<file path="config.mk">
export PLATFORM = sky130hd
export DESIGN_NAME = llclk_sequencer
export DESIGN_NICKNAME = d
export VERILOG_FILES = /design/src/rtl/llc_pkg.sv /design/src/rtl/llc_src_sel.sv /design/src/rtl/llc_rst_seq.sv /design/src/rtl/llc_clk_fanout.sv /design/src/rtl/llclk_sequencer.sv
export SDC_FILE = /design/constraint.sdc
export NUM_CORES = 1
export LEC_CHECK = 0
export ABC_AREA = 1
export BUFFER_PORTS_ARGS = -buffer_cell sky130_fd_sc_hd__clkbuf_2
export CAP_MARGIN = 20
export CELL_PAD_IN_SITES_DETAIL_PLACEMENT = 2
export CELL_PAD_IN_SITES_GLOBAL_PLACEMENT = 2
export CORE_MARGIN = 3
export CORE_UTILIZATION = 25
export DETAILED_ROUTE_END_ITERATION = 12
export PLACE_DENSITY = 0.83
export SKIP_LAST_GASP = 1
export SLEW_MARGIN = 25
export SYNTH_ARGS = -nofsm -noshare
export SYNTH_HDL_FRONTEND = slang
export SYNTH_HIERARCHICAL = 1
export SYNTH_SLANG_ARGS = --single-unit
</file>
<file path="constraint.sdc">
create_clock -name clk4x -period 1.06 [get_ports clk4x]
set_input_delay 0.212 -clock clk4x [delete_from_list [all_inputs] [get_ports clk4x]]
set_output_delay 0.212 -clock clk4x [all_outputs]
set_load 0.03 [all_outputs]
</file>
<file path="src/rtl/llc_pkg.sv">
package llc_pkg;

  // Next value of the reset counter: advance by one when enabled.
  function automatic int unsigned cnt_next(input int unsigned cur, input logic adv);
    return adv ? cur + 1 : cur;
  endfunction

  // Reset is released once the counter has reached the programmed length.
  function automatic logic cnt_done(input int unsigned cur, input int unsigned len);
    return cur >= len;
  endfunction

  // Clock output while held: forced HIGH when not running.
  function automatic logic hold_high(input logic clk_in, input logic run);
    return clk_in | ~run;
  endfunction

endpackage

</file>
<file path="src/rtl/llc_src_sel.sv">
module llc_src_sel (
  input  logic sel,
  input  logic in_a,
  input  logic in_b,
  output logic out
);
  always_comb out = sel ? in_b : in_a;
endmodule

</file>
<file path="src/rtl/llc_rst_seq.sv">
module llc_rst_seq
  import llc_pkg::*;
#(
  parameter int unsigned RST_CYCLES = 16
) (
  input  logic clk4x,
  input  logic hold_n,
  input  logic lock_ok,
  output logic rst_n,
  output logic release_pulse
);
  localparam int unsigned CNT_W = $clog2(RST_CYCLES + 1);

  logic [CNT_W-1:0] cnt;
  logic [CNT_W-1:0] cnt_d;
  logic             adv;

  always_comb begin
    adv           = lock_ok && !rst_n;
    cnt_d         = CNT_W'(cnt_next(int'(cnt), adv));
    release_pulse = adv && cnt_done(int'(cnt_d), RST_CYCLES);
  end

  // Asynchronous assertion by hold_n, synchronous release on clk4x.
  always_ff @(posedge clk4x or negedge hold_n) begin
    if (!hold_n) begin
      cnt   <= '0;
      rst_n <= 1'b0;
    end else if (adv) begin
      cnt   <= cnt_d;
      rst_n <= release_pulse;
    end
  end

  assert_cnt_bound_R6: assert property (@(posedge clk4x) disable iff (!hold_n)
    cnt <= CNT_W'(RST_CYCLES));

  assert_release_edge_R6: assert property (@(posedge clk4x) disable iff (!hold_n)
    $rose(rst_n) |-> ($past(cnt) == CNT_W'(RST_CYCLES - 1)));

  assert_lock_pause_R7: assert property (@(posedge clk4x) disable iff (!hold_n)
    (!lock_ok && !rst_n) |=> (!rst_n && $stable(cnt)));

  assert_stay_released_R8: assert property (@(posedge clk4x) disable iff (!hold_n)
    $past(rst_n) |-> rst_n);

endmodule

</file>
<file path="src/rtl/llc_clk_fanout.sv">
module llc_clk_fanout
  import llc_pkg::*;
#(
  parameter int unsigned N_COPIES = 2
) (
  input  logic                clk4x,
  input  logic                run,
  output logic [N_COPIES-1:0] c4,
  output logic [N_COPIES-1:0] c2,
  output logic                qual
);
  logic half;
  logic qual_q;

  // Divider starts from HIGH so the first change after release is a fall.
  always_ff @(posedge clk4x or negedge run) begin
    if (!run) begin
      half   <= 1'b1;
      qual_q <= 1'b0;
    end else begin
      half   <= ~half;
      qual_q <= half;
    end
  end

  for (genvar i = 0; i < N_COPIES; i++) begin : g_copy
    always_comb begin
      c4[i] = hold_high(clk4x, run);
      c2[i] = hold_high(half, run);
    end
  end

  always_comb qual = qual_q & run;

  assert_half_toggle_R2: assert property (@(posedge clk4x) disable iff (!run)
    $past(run) |-> (half != $past(half)));

  assert_qual_phase_R10: assert property (@(posedge clk4x) disable iff (!run)
    qual_q != half);

endmodule

</file>
<file path="src/rtl/llclk_sequencer.sv">
module llclk_sequencer #(
  parameter int unsigned RST_CYCLES = 16
) (
  input  logic clk4x,
  input  logic enable,
  input  logic pwr_fail,
  input  logic lock_ok,
  input  logic ref_sel,
  input  logic ref_a,
  input  logic ref_b,
  output logic ref_out,
  output logic clk4x_a,
  output logic clk4x_b,
  output logic clk2x_a,
  output logic clk2x_b,
  output logic qual,
  output logic rst_out_n
);
  localparam int unsigned N_COPIES = 2;

  logic                hold_n;
  logic                run;
  logic                release_pulse;
  logic [N_COPIES-1:0] c4;
  logic [N_COPIES-1:0] c2;

  always_comb hold_n = enable & ~pwr_fail;

  llc_src_sel u_sel (
    .sel (ref_sel),
    .in_a(ref_a),
    .in_b(ref_b),
    .out (ref_out)
  );

  llc_rst_seq #(.RST_CYCLES(RST_CYCLES)) u_rst (
    .clk4x        (clk4x),
    .hold_n       (hold_n),
    .lock_ok      (lock_ok),
    .rst_n        (run),
    .release_pulse(release_pulse)
  );

  llc_clk_fanout #(.N_COPIES(N_COPIES)) u_fan (
    .clk4x(clk4x),
    .run  (run),
    .c4   (c4),
    .c2   (c2),
    .qual (qual)
  );

  always_comb begin
    rst_out_n = run;
    clk4x_a   = c4[0];
    clk4x_b   = c4[1];
    clk2x_a   = c2[0];
    clk2x_b   = c2[1];
  end

  always_comb begin
    if (run === 1'b0) begin
      assert_clk_high_R3: assert (c4 == '1 && c2 == '1 && qual == 1'b0);
    end
  end

  assert_pulse_then_run_R6: assert property (@(posedge clk4x) disable iff (!hold_n)
    release_pulse |=> run);

endmodule

</file>
==> flow_summary_export.csv, run 1 <==
group,metric,value,unit
placement,portBuffers,13,
floorplan,die_h,46.0,microns
layout,multi_input_area,185,sq um
cts,clk-insertion-delay-late,0.33,ns
power_and_ir_drop,clkPwrFrac,72.6,%
cts,clockBufferDepth,2,
layout,fin_cells,85,
floorplan,initial_core_util,28.6,%
floorplan,core,1400,sq um
layout,drive_gt1_share,51.4,%
grt,antenna_found_initial,0,
layout,antenna_cells,0,
worst_setup_path,rr_endpoint,"u_rst/rst_n$_DFFE_PN0P_",
grt,grt_max_degree,8,
sta,grt_setup_unrepaired,"yes",
route,via_count,373,
cts,ctsHtreeMaxLevel,1,
synth,netlist_area,400,sq um
sta,worst_slew_pin_slew,0.330,ns
worst_setup_path,endpoint_kind,"primary output",
route,vias_per_cell,4.39,
floorplan,die-area,2120,sq um
worst_setup_path,worstRegToRegCells,6,
grt,grt_pass1_wl,1750,microns
layout,final_cell_mix,"nand2_1 (15), clkbuf_2 (7), dfrtp_1 (6)",
outcome,outcome,"finished with violations",
power_and_ir_drop,switching_share,35.0,%
sta,skew,0.0806,ns
sta,period_minus_slack,1.25,ns
route,dr.pass1.iters,4,
worst_setup_path,rr_startpoint,"u_rst/rst_n$_DFFE_PN0P_",
layout,nets,79,
route,ant_nets,0,
outcome,violations,"negative setup slack",
floorplan,ios,14,
job,cap_violations,0,
power_and_ir_drop,power,1.26,mW
cts,clk_pin_slew,0.06,ns
synth,netlist_instances,48,
placement,placed_cells,74,
route,drc,0,
sta,period_share,118,%
grt,grt_usage,12.2,%
route,routed_wl,1240,microns
grt,overflow,0,
route,avgRoutedWirePerCell,14.6,microns
grt,first_global_vias,393,
layout,final_common_cell,"nand2_1",
synth,synth_fp_nets,56,
sta,slew_violations,0,
power_and_ir_drop,intPower,0.818,mW
worst_setup_path,worst-setup-path-type,"flop to primary output",
cts,cts_buffers,3,
sta,max_freq,0.801,GHz
layout,fillCellCount,161,
worst_setup_path,crit_arrival,1.04,ns
floorplan,fp.dieW,46.0,microns
cts,ctsRootBufferMaster,"clkbuf_4",
power_and_ir_drop,p_per_area,1910,nW/um^2
worst_setup_path,critPathRequiredTime,0.85,ns
power_and_ir_drop,p_leak,0.348,nW
placement,dp_hpwl,808,microns
worst_setup_path,rrSetupSlack,-0.03,ns
layout,seq_area,203,sq um
route,drt-initial-drc-count,6,
power_and_ir_drop,power_switching,0.441,mW
synth,syn_area_per_cell,8.34,sq um
sta,hold_viol,0,
synth,ys_warn_count,6,
sta,maxSlewHeadroom,78.0,%
cts,cts_tree,"yes",
placement,gp_congestion,0.718,
floorplan,rows,13,
worst_setup_path,start_kind,"flop",
power_and_ir_drop,seqPwrFrac,24.3,%
worst_setup_path,critPathMaxFanout,2,
power_and_ir_drop,p_comb_share,3.1,%
sta,setup_viol,9,
sta,worst_slack,-0.188,ns
power_and_ir_drop,peakVddDrop,0.735,mV
layout,syn2layout_area_growth,64.4,%
min_path,hold_path.class,"flop to asynchronous set/reset pin",
[cell type report]
cell class | instances | area share [%]
Sequential cell | 8 | 30.8
Multi-Input combinational cell | 29 | 28.1
Timing Repair Buffer | 17 | 20.9
Clock buffer | 7 | 11.4
Inverter | 8 | 4.94
Tap cell | 15 | 2.85
Clock inverter | 1 | 0.951
[through the flow]
step / util (%) / hold slack, ns / instance area (sq um) / setup TNS (ns) / setup WS [ns]
3_3_place_gp: 34.7 / 0.0943 / 485 / 0 / 0.0269
2_1_floorplan: - / 0.0619 / 420 / 0 / 0.00277
4_1_cts: 43.5 / 0.111 / 608 / -1.21 / -0.204
5_1_grt: 47.0 / 0.119 / 658 / -1.51 / -0.220
6_report: 47.0 / 0.106 / 658 / -1.00 / -0.188
3_5_place_dp: 34.7 / 0.105 / 485 / -0.0447 / -0.0245
[how the worst max path moves through the flow]
stage,from,end,slack [ns],depth (start not counted)
5_1_grt,u_fan/half$_DFF_PN1_,clk2x_a,-0.22,3
3_3_place_gp,u_fan/half$_DFF_PN1_,clk2x_b,0.03,3
6_report,u_fan/half$_DFF_PN1_,clk2x_a,-0.19,3
2_1_floorplan,u_rst/rst_n$_DFFE_PN0P_,clk2x_b,0.003,2
3_5_place_dp,u_rst/rst_n$_DFFE_PN0P_,flop,-0.02,6
4_1_cts,u_fan/half$_DFF_PN1_,clk2x_a,-0.20,3
[worst max-delay path, cell delays in order (launching register included)]
cell	delay, ns
dfstp_2	0.54
inv_2	0.05
nand2_4	0.07
buf_8	0.13
[repair_timing]
action,in CTS,in global routing
resized for setup,15,11
buffers inserted,2,3
hold buffers,2,0
hold endpoints to repair,6,0
endpoints found under the setup margin,8,11
pin swaps,1,3
[metal layers]
layer,track usage [%],vias to the layer above,wire length [microns],share of wire (%)
met2,17.6,7,701,56
met4,6.82,0,17,1.4
li1,-,185,-,-
met5,0,-,0,0
met3,5.93,2,34,2.7
met1,14.5,179,490,39
[power by group through the flow]
stage / Clock [mW] / Combinational, mW / Sequential (mW)
after detailed placement: 0.312 / 0.0322 / 0.311
after global routing: 0.968 / 0.0423 / 0.305
final: 0.914 / 0.0387 / 0.306
after floorplan: 0.336 / 0.0150 / 0.311
after global placement: 0.312 / 0.0308 / 0.311
after CTS: 0.918 / 0.0380 / 0.306
(Power assumes the default switching activity.)
==> inputs of run 2 (changes only) <==
- CORE_UTILIZATION: 25 -> 27
- CTS_BUF_LIST: not set -> sky130_fd_sc_hd__clkbuf_8
- PLACE_DENSITY: 0.83 -> 0.88
- SETUP_SLACK_MARGIN: not set -> 0.1
==> flow_summary_export.csv, run 2 (synthesis gave the netlist of run 1 again) <==
group,metric,value,unit
layout,postLayoutCoreUtil,57.4,%
layout,final_area,774,sq um
cts,cts_tree,"yes",
layout,final_cell_mix,"nand2_1 (13), buf_4 (9), buf_8 (7), clkbuf_2 (7), dfrtp_1 (6)",
grt,grt_usage,24.1,%
power_and_ir_drop,p_per_area,2670,nW/um^2
power_and_ir_drop,peakVddDrop,1.75,mV
cts,clk_pin_slew,0.06,ns
worst_setup_path,critPathRequiredTime,0.85,ns
worst_setup_path,endpoint_kind,"primary output",
grt,first_global_vias,601,
sta,worst_slew_pin_slew,0.332,ns
placement,portBuffers,13,
route,ant_nets,0,
worst_setup_path,worst-setup-path-type,"clock port to primary output",
placement,dp_hpwl,762,microns
sta,skew,0.115,ns
sta,setup_viol,12,
layout,syn2layout_area_growth,93.4,%
route,avgRoutedWirePerCell,22.5,microns
grt,antenna_found_initial,0,
sta,worst_slack,-0.387,ns
placement,pre_cts_slack,-0.0101,ns
sta,slew_violations,0,
layout,antenna_cells,0,
cts,clk-insertion-delay-late,0.40,ns
route,drc,0,
route,vias_per_cell,4.75,
grt,grt_max_degree,7,
job,cap_violations,0,
layout,fin_cells,92,
placement,place_area,488,sq um
floorplan,rows,13,
grt,overflow,0,
layout,final_common_cell,"nand2_1",
worst_setup_path,start_kind,"clock port",
layout,drive_gt1_share,59.7,%
min_path,hold_path.class,"input pin to flop",
floorplan,fp.dieW,44.5,microns
floorplan,ios,14,
floorplan,die-area,1980,sq um
sta,maxSlewHeadroom,77.8,%
route,dr.pass1.iters,4,
floorplan,core,1350,sq um
power_and_ir_drop,power,2.07,mW
placement,placed_cells,74,
sta,grt_setup_unrepaired,"yes",
power_and_ir_drop,p_leak,0.404,nW
floorplan,initial_core_util,29.7,%
route,routed_wl,2070,microns
outcome,violations,"negative setup slack",
route,drt-initial-drc-count,5,
route,via_count,437,
placement,gp_congestion,0.684,
floorplan,die_h,44.5,microns
outcome,outcome,"finished with violations",
sta,hold_viol,0,
worst_setup_path,critPathMaxFanout,2,
grt,grt_pass1_wl,2830,microns
layout,nets,86,
worst_setup_path,crit_arrival,1.23,ns
-- run 2: cell count changes in the layout (fill, tap and decap cells not counted), sizes merged --
cell | before | now
inv | 9 | 10
buf | 9 | 16
clkbuf | 13 | 12
-- run 2: repair_timing --
item / in CTS / in global routing
hold buffers: 2 / 0
endpoints found under the setup margin: 13 / 13
endpoints found under the hold margin: 6 / 0
buffers inserted: 6 / 3
pin swaps: 2 / 0
gates resized for setup: 20 / 11
-- run 2: per-stage QoR --
| step | TNS (ns) | hold WS, ns |
|---|---|---|
| 5_1_grt | -2.77 | 0.157 |
| 4_1_cts | -2.54 | 0.195 |
| 6_report | -2.36 | 0.142 |
| 3_3_place_gp | 0 | 0.0972 |
| 2_1_floorplan | 0 | 0.0619 |
| 3_5_place_dp | -0.0101 | 0.0988 |
-- run 2: per-layer routing --
layer,part of all wire [%],global-route usage (%)
met1,39,20.0
met2,52,35.2
met4,4.9,34.9
met5,0,0
met3,3.6,11.0
-- run 2: worst paths after layout --
kind | start | endpoint | slack (ns) | depth (start not counted)
setup reg to reg | u_rst/rst_n$_DFFE_PN0P_ | flop | -0.19 | 8
min in group asynchronous | u_rst/rst_n$_DFFE_PN0P_ | u_fan/qual_q$_DFF_PN0_ | 0.26 | 1
setup / recovery | clk4x | clk4x_a | -0.39 | 7
hold reg to reg | u_rst/rst_n$_DFFE_PN0P_ | u_fan/qual_q$_DFF_PN0_ | 0.26 | 1
hold / removal | lock_ok | flop | 0.14 | 3
max in group asynchronous | enable | u_rst/rst_n$_DFFE_PN0P_ | 0.34 | 4
-- run 2: power breakdown --
part           total (mW)  internal, mW  switching [mW]
clock network        1.72          1.04           0.682
registers           0.305         0.305               0
logic              0.0413        0.0175          0.0237
-- run 2: final cells by class --
| cell class | count | area, sq um |
|---|---|---|
| Multi-Input combinational cell | 29 | 198 |
| Tap cell | 15 | 18.8 |
| Clock buffer | 11 | 150 |
| Clock inverter | 2 | 12.5 |
| Inverter | 8 | 35.0 |
| Fill cell | 142 | 576 |
| Sequential cell | 8 | 203 |
| Timing Repair Buffer | 19 | 158 |
-- run 2: critical path: stages --
cell and delay, ns:
buf_8 0.10, buf_8 0.11, buf_8 0.11, inv_4 0.05, nand2_4 0.06, buf_8 0.12
clkbuf_16 0.15
==> inputs of run 3 (changes only) <==
- BUFFER_PORTS_ARGS: -buffer_cell sky130_fd_sc_hd__clkbuf_2 -> -buffer_cell sky130_fd_sc_hd__buf_2
==> flow_summary_export.csv, run 3 (synthesis gave the netlist of run 1 again) <==
group,metric,value,unit
route,routed_wl,1560,microns
power_and_ir_drop,power,1.85,mW
grt,overflow,0,
layout,fillCellCount,153,
route,drc,0,
power_and_ir_drop,p_per_area,2610,nW/um^2
layout,nets,83,
floorplan,ios,14,
placement,placed_cells,74,
route,avgRoutedWirePerCell,17.5,microns
sta,hold_viol,0,
layout,seq_area,203,sq um
outcome,violations,"negative setup slack",
grt,antenna_found_initial,0,
worst_setup_path,cp_slowest_stage_delay,0.13,ns
worst_setup_path,endpoint_kind,"primary output",
worst_setup_path,critPathRequiredTime,0.85,ns
worst_setup_path,cp_slowest_cell,"buf_8",
floorplan,die-area,1980,sq um
placement,gp_congestion,0.688,
route,vias_per_cell,4.87,
sta,grt_setup_unrepaired,"yes",
placement,dp_hpwl,763,microns
grt,grt_pass1_wl,2400,microns
cts,clk-insertion-delay-late,0.31,ns
layout,fin_cells,89,
power_and_ir_drop,p_leak,0.362,nW
grt,first_global_vias,554,
sta,skew,0.0316,ns
layout,syn2layout_area_growth,76.3,%
grt,grt_max_degree,7,
cts,cts_tree,"yes",
sta,maxSlewHeadroom,77.9,%
route,dr.pass1.iters,1,
sta,worst_slew_pin_slew,0.332,ns
worst_setup_path,start_kind,"clock port",
worst_setup_path,crit_chain,"buf_8, buf_8, buf_8, inv_4, nand2_4, buf_8, buf_6",
outcome,outcome,"finished with violations",
route,ant_nets,0,
grt,grt_usage,19.0,%
sta,worst_slack,-0.371,ns
cts,clk_pin_slew,0.06,ns
route,drt-initial-drc-count,0,
power_and_ir_drop,peakVddDrop,1.24,mV
sta,slew_violations,0,
worst_setup_path,critPathMaxFanout,2,
layout,final_cell_mix,"nand2_1 (15), buf_2 (8), buf_4 (6), dfrtp_1 (6)",
placement,portBuffers,13,
layout,drive_gt1_share,54.1,%
placement,pre_cts_slack,-0.0296,ns
floorplan,initial_core_util,29.7,%
floorplan,rows,13,
layout,antenna_cells,0,
route,via_count,433,
worst_setup_path,crit_arrival,1.22,ns
sta,setup_viol,13,
worst_setup_path,worstRegToRegCells,8,
min_path,hold_path.class,"flop to asynchronous set/reset pin",
floorplan,core,1350,sq um
layout,final_common_cell,"nand2_1",
floorplan,die_h,44.5,microns
floorplan,fp.dieW,44.5,microns
layout,multi_input_area,181,sq um
worst_setup_path,cp_common_cell,"buf_8",
worst_setup_path,worst-setup-path-type,"clock port to primary output",
job,cap_violations,0,
## run 3: timing repair
item / in CTS / in global routing
hold buffers: 2 / 0
endpoints found under the setup margin: 13 / 13
hold endpoints to repair: 6 / 0
setup buffers: 4 / 2
gates resized for setup: 13 / 10
## run 3: stage by stage
| stage | TNS, ns | cell area, sq um | hold slack (ns) | util (%) |
|---|---|---|---|---|
| after floorplan | 0 | 427 | 0.0619 | - |
| final | -2.30 | 706 | 0.0683 | 52.3 |
| after CTS | -2.09 | 664 | 0.0947 | 49.2 |
| after global placement | 0 | 488 | 0.0909 | 36.1 |
| after global routing | -2.80 | 706 | 0.0852 | 52.3 |
| after detailed placement | -0.0296 | 488 | 0.0998 | 36.1 |
## run 3: worst paths after layout
kind,start,to,slack [ns]
max in group asynchronous,pwr_fail,u_rst/rst_n$_DFFE_PN0P_,0.32
worst max register to register,u_rst/rst_n$_DFFE_PN0P_,flop,-0.15
min in group clk4x,lock_ok,flop,0.25
worst min-delay path,u_rst/rst_n$_DFFE_PN0P_,u_fan/qual_q$_DFF_PN0_,0.07
worst min register to register,u_rst/rst_n$_DFFE_PN0P_,u_fan/qual_q$_DFF_PN0_,0.07
worst max-delay path,clk4x,clk4x_a,-0.37
## run 3: where the power goes
part	leakage [nW]	internal, mW	switching (mW)
combinational	0.188	0.0173	0.0236
sequential	0.0937	0.306	0
clock	0.0799	0.892	0.607
total	0.362	1.21	0.631
## run 3: critical path: cells and delay by family
family	cells	cell delay [ns]
buf+inv	6	0.63
simple gates	1	0.06
## run 3: metal layers
metal  part of all wire (%)  track usage, %  vias up  wire [microns]
li1                       -               -      193               -
met1                     36            15.7      206             561
met2                     54            31.8       26             836
met3                    6.4            8.94        8             100
met4                    4.0            19.3        0              62
met5                      0               0        -               0
## run 3: final cells by class
cell class	count	share of cell area (%)
repair buffers	17	17.6
multi-input cells	29	25.7
inverters	8	5.32
clock buffers	10	17.9
flip-flops and latches	8	28.7
well taps	15	2.66
clock inverters	2	2.13
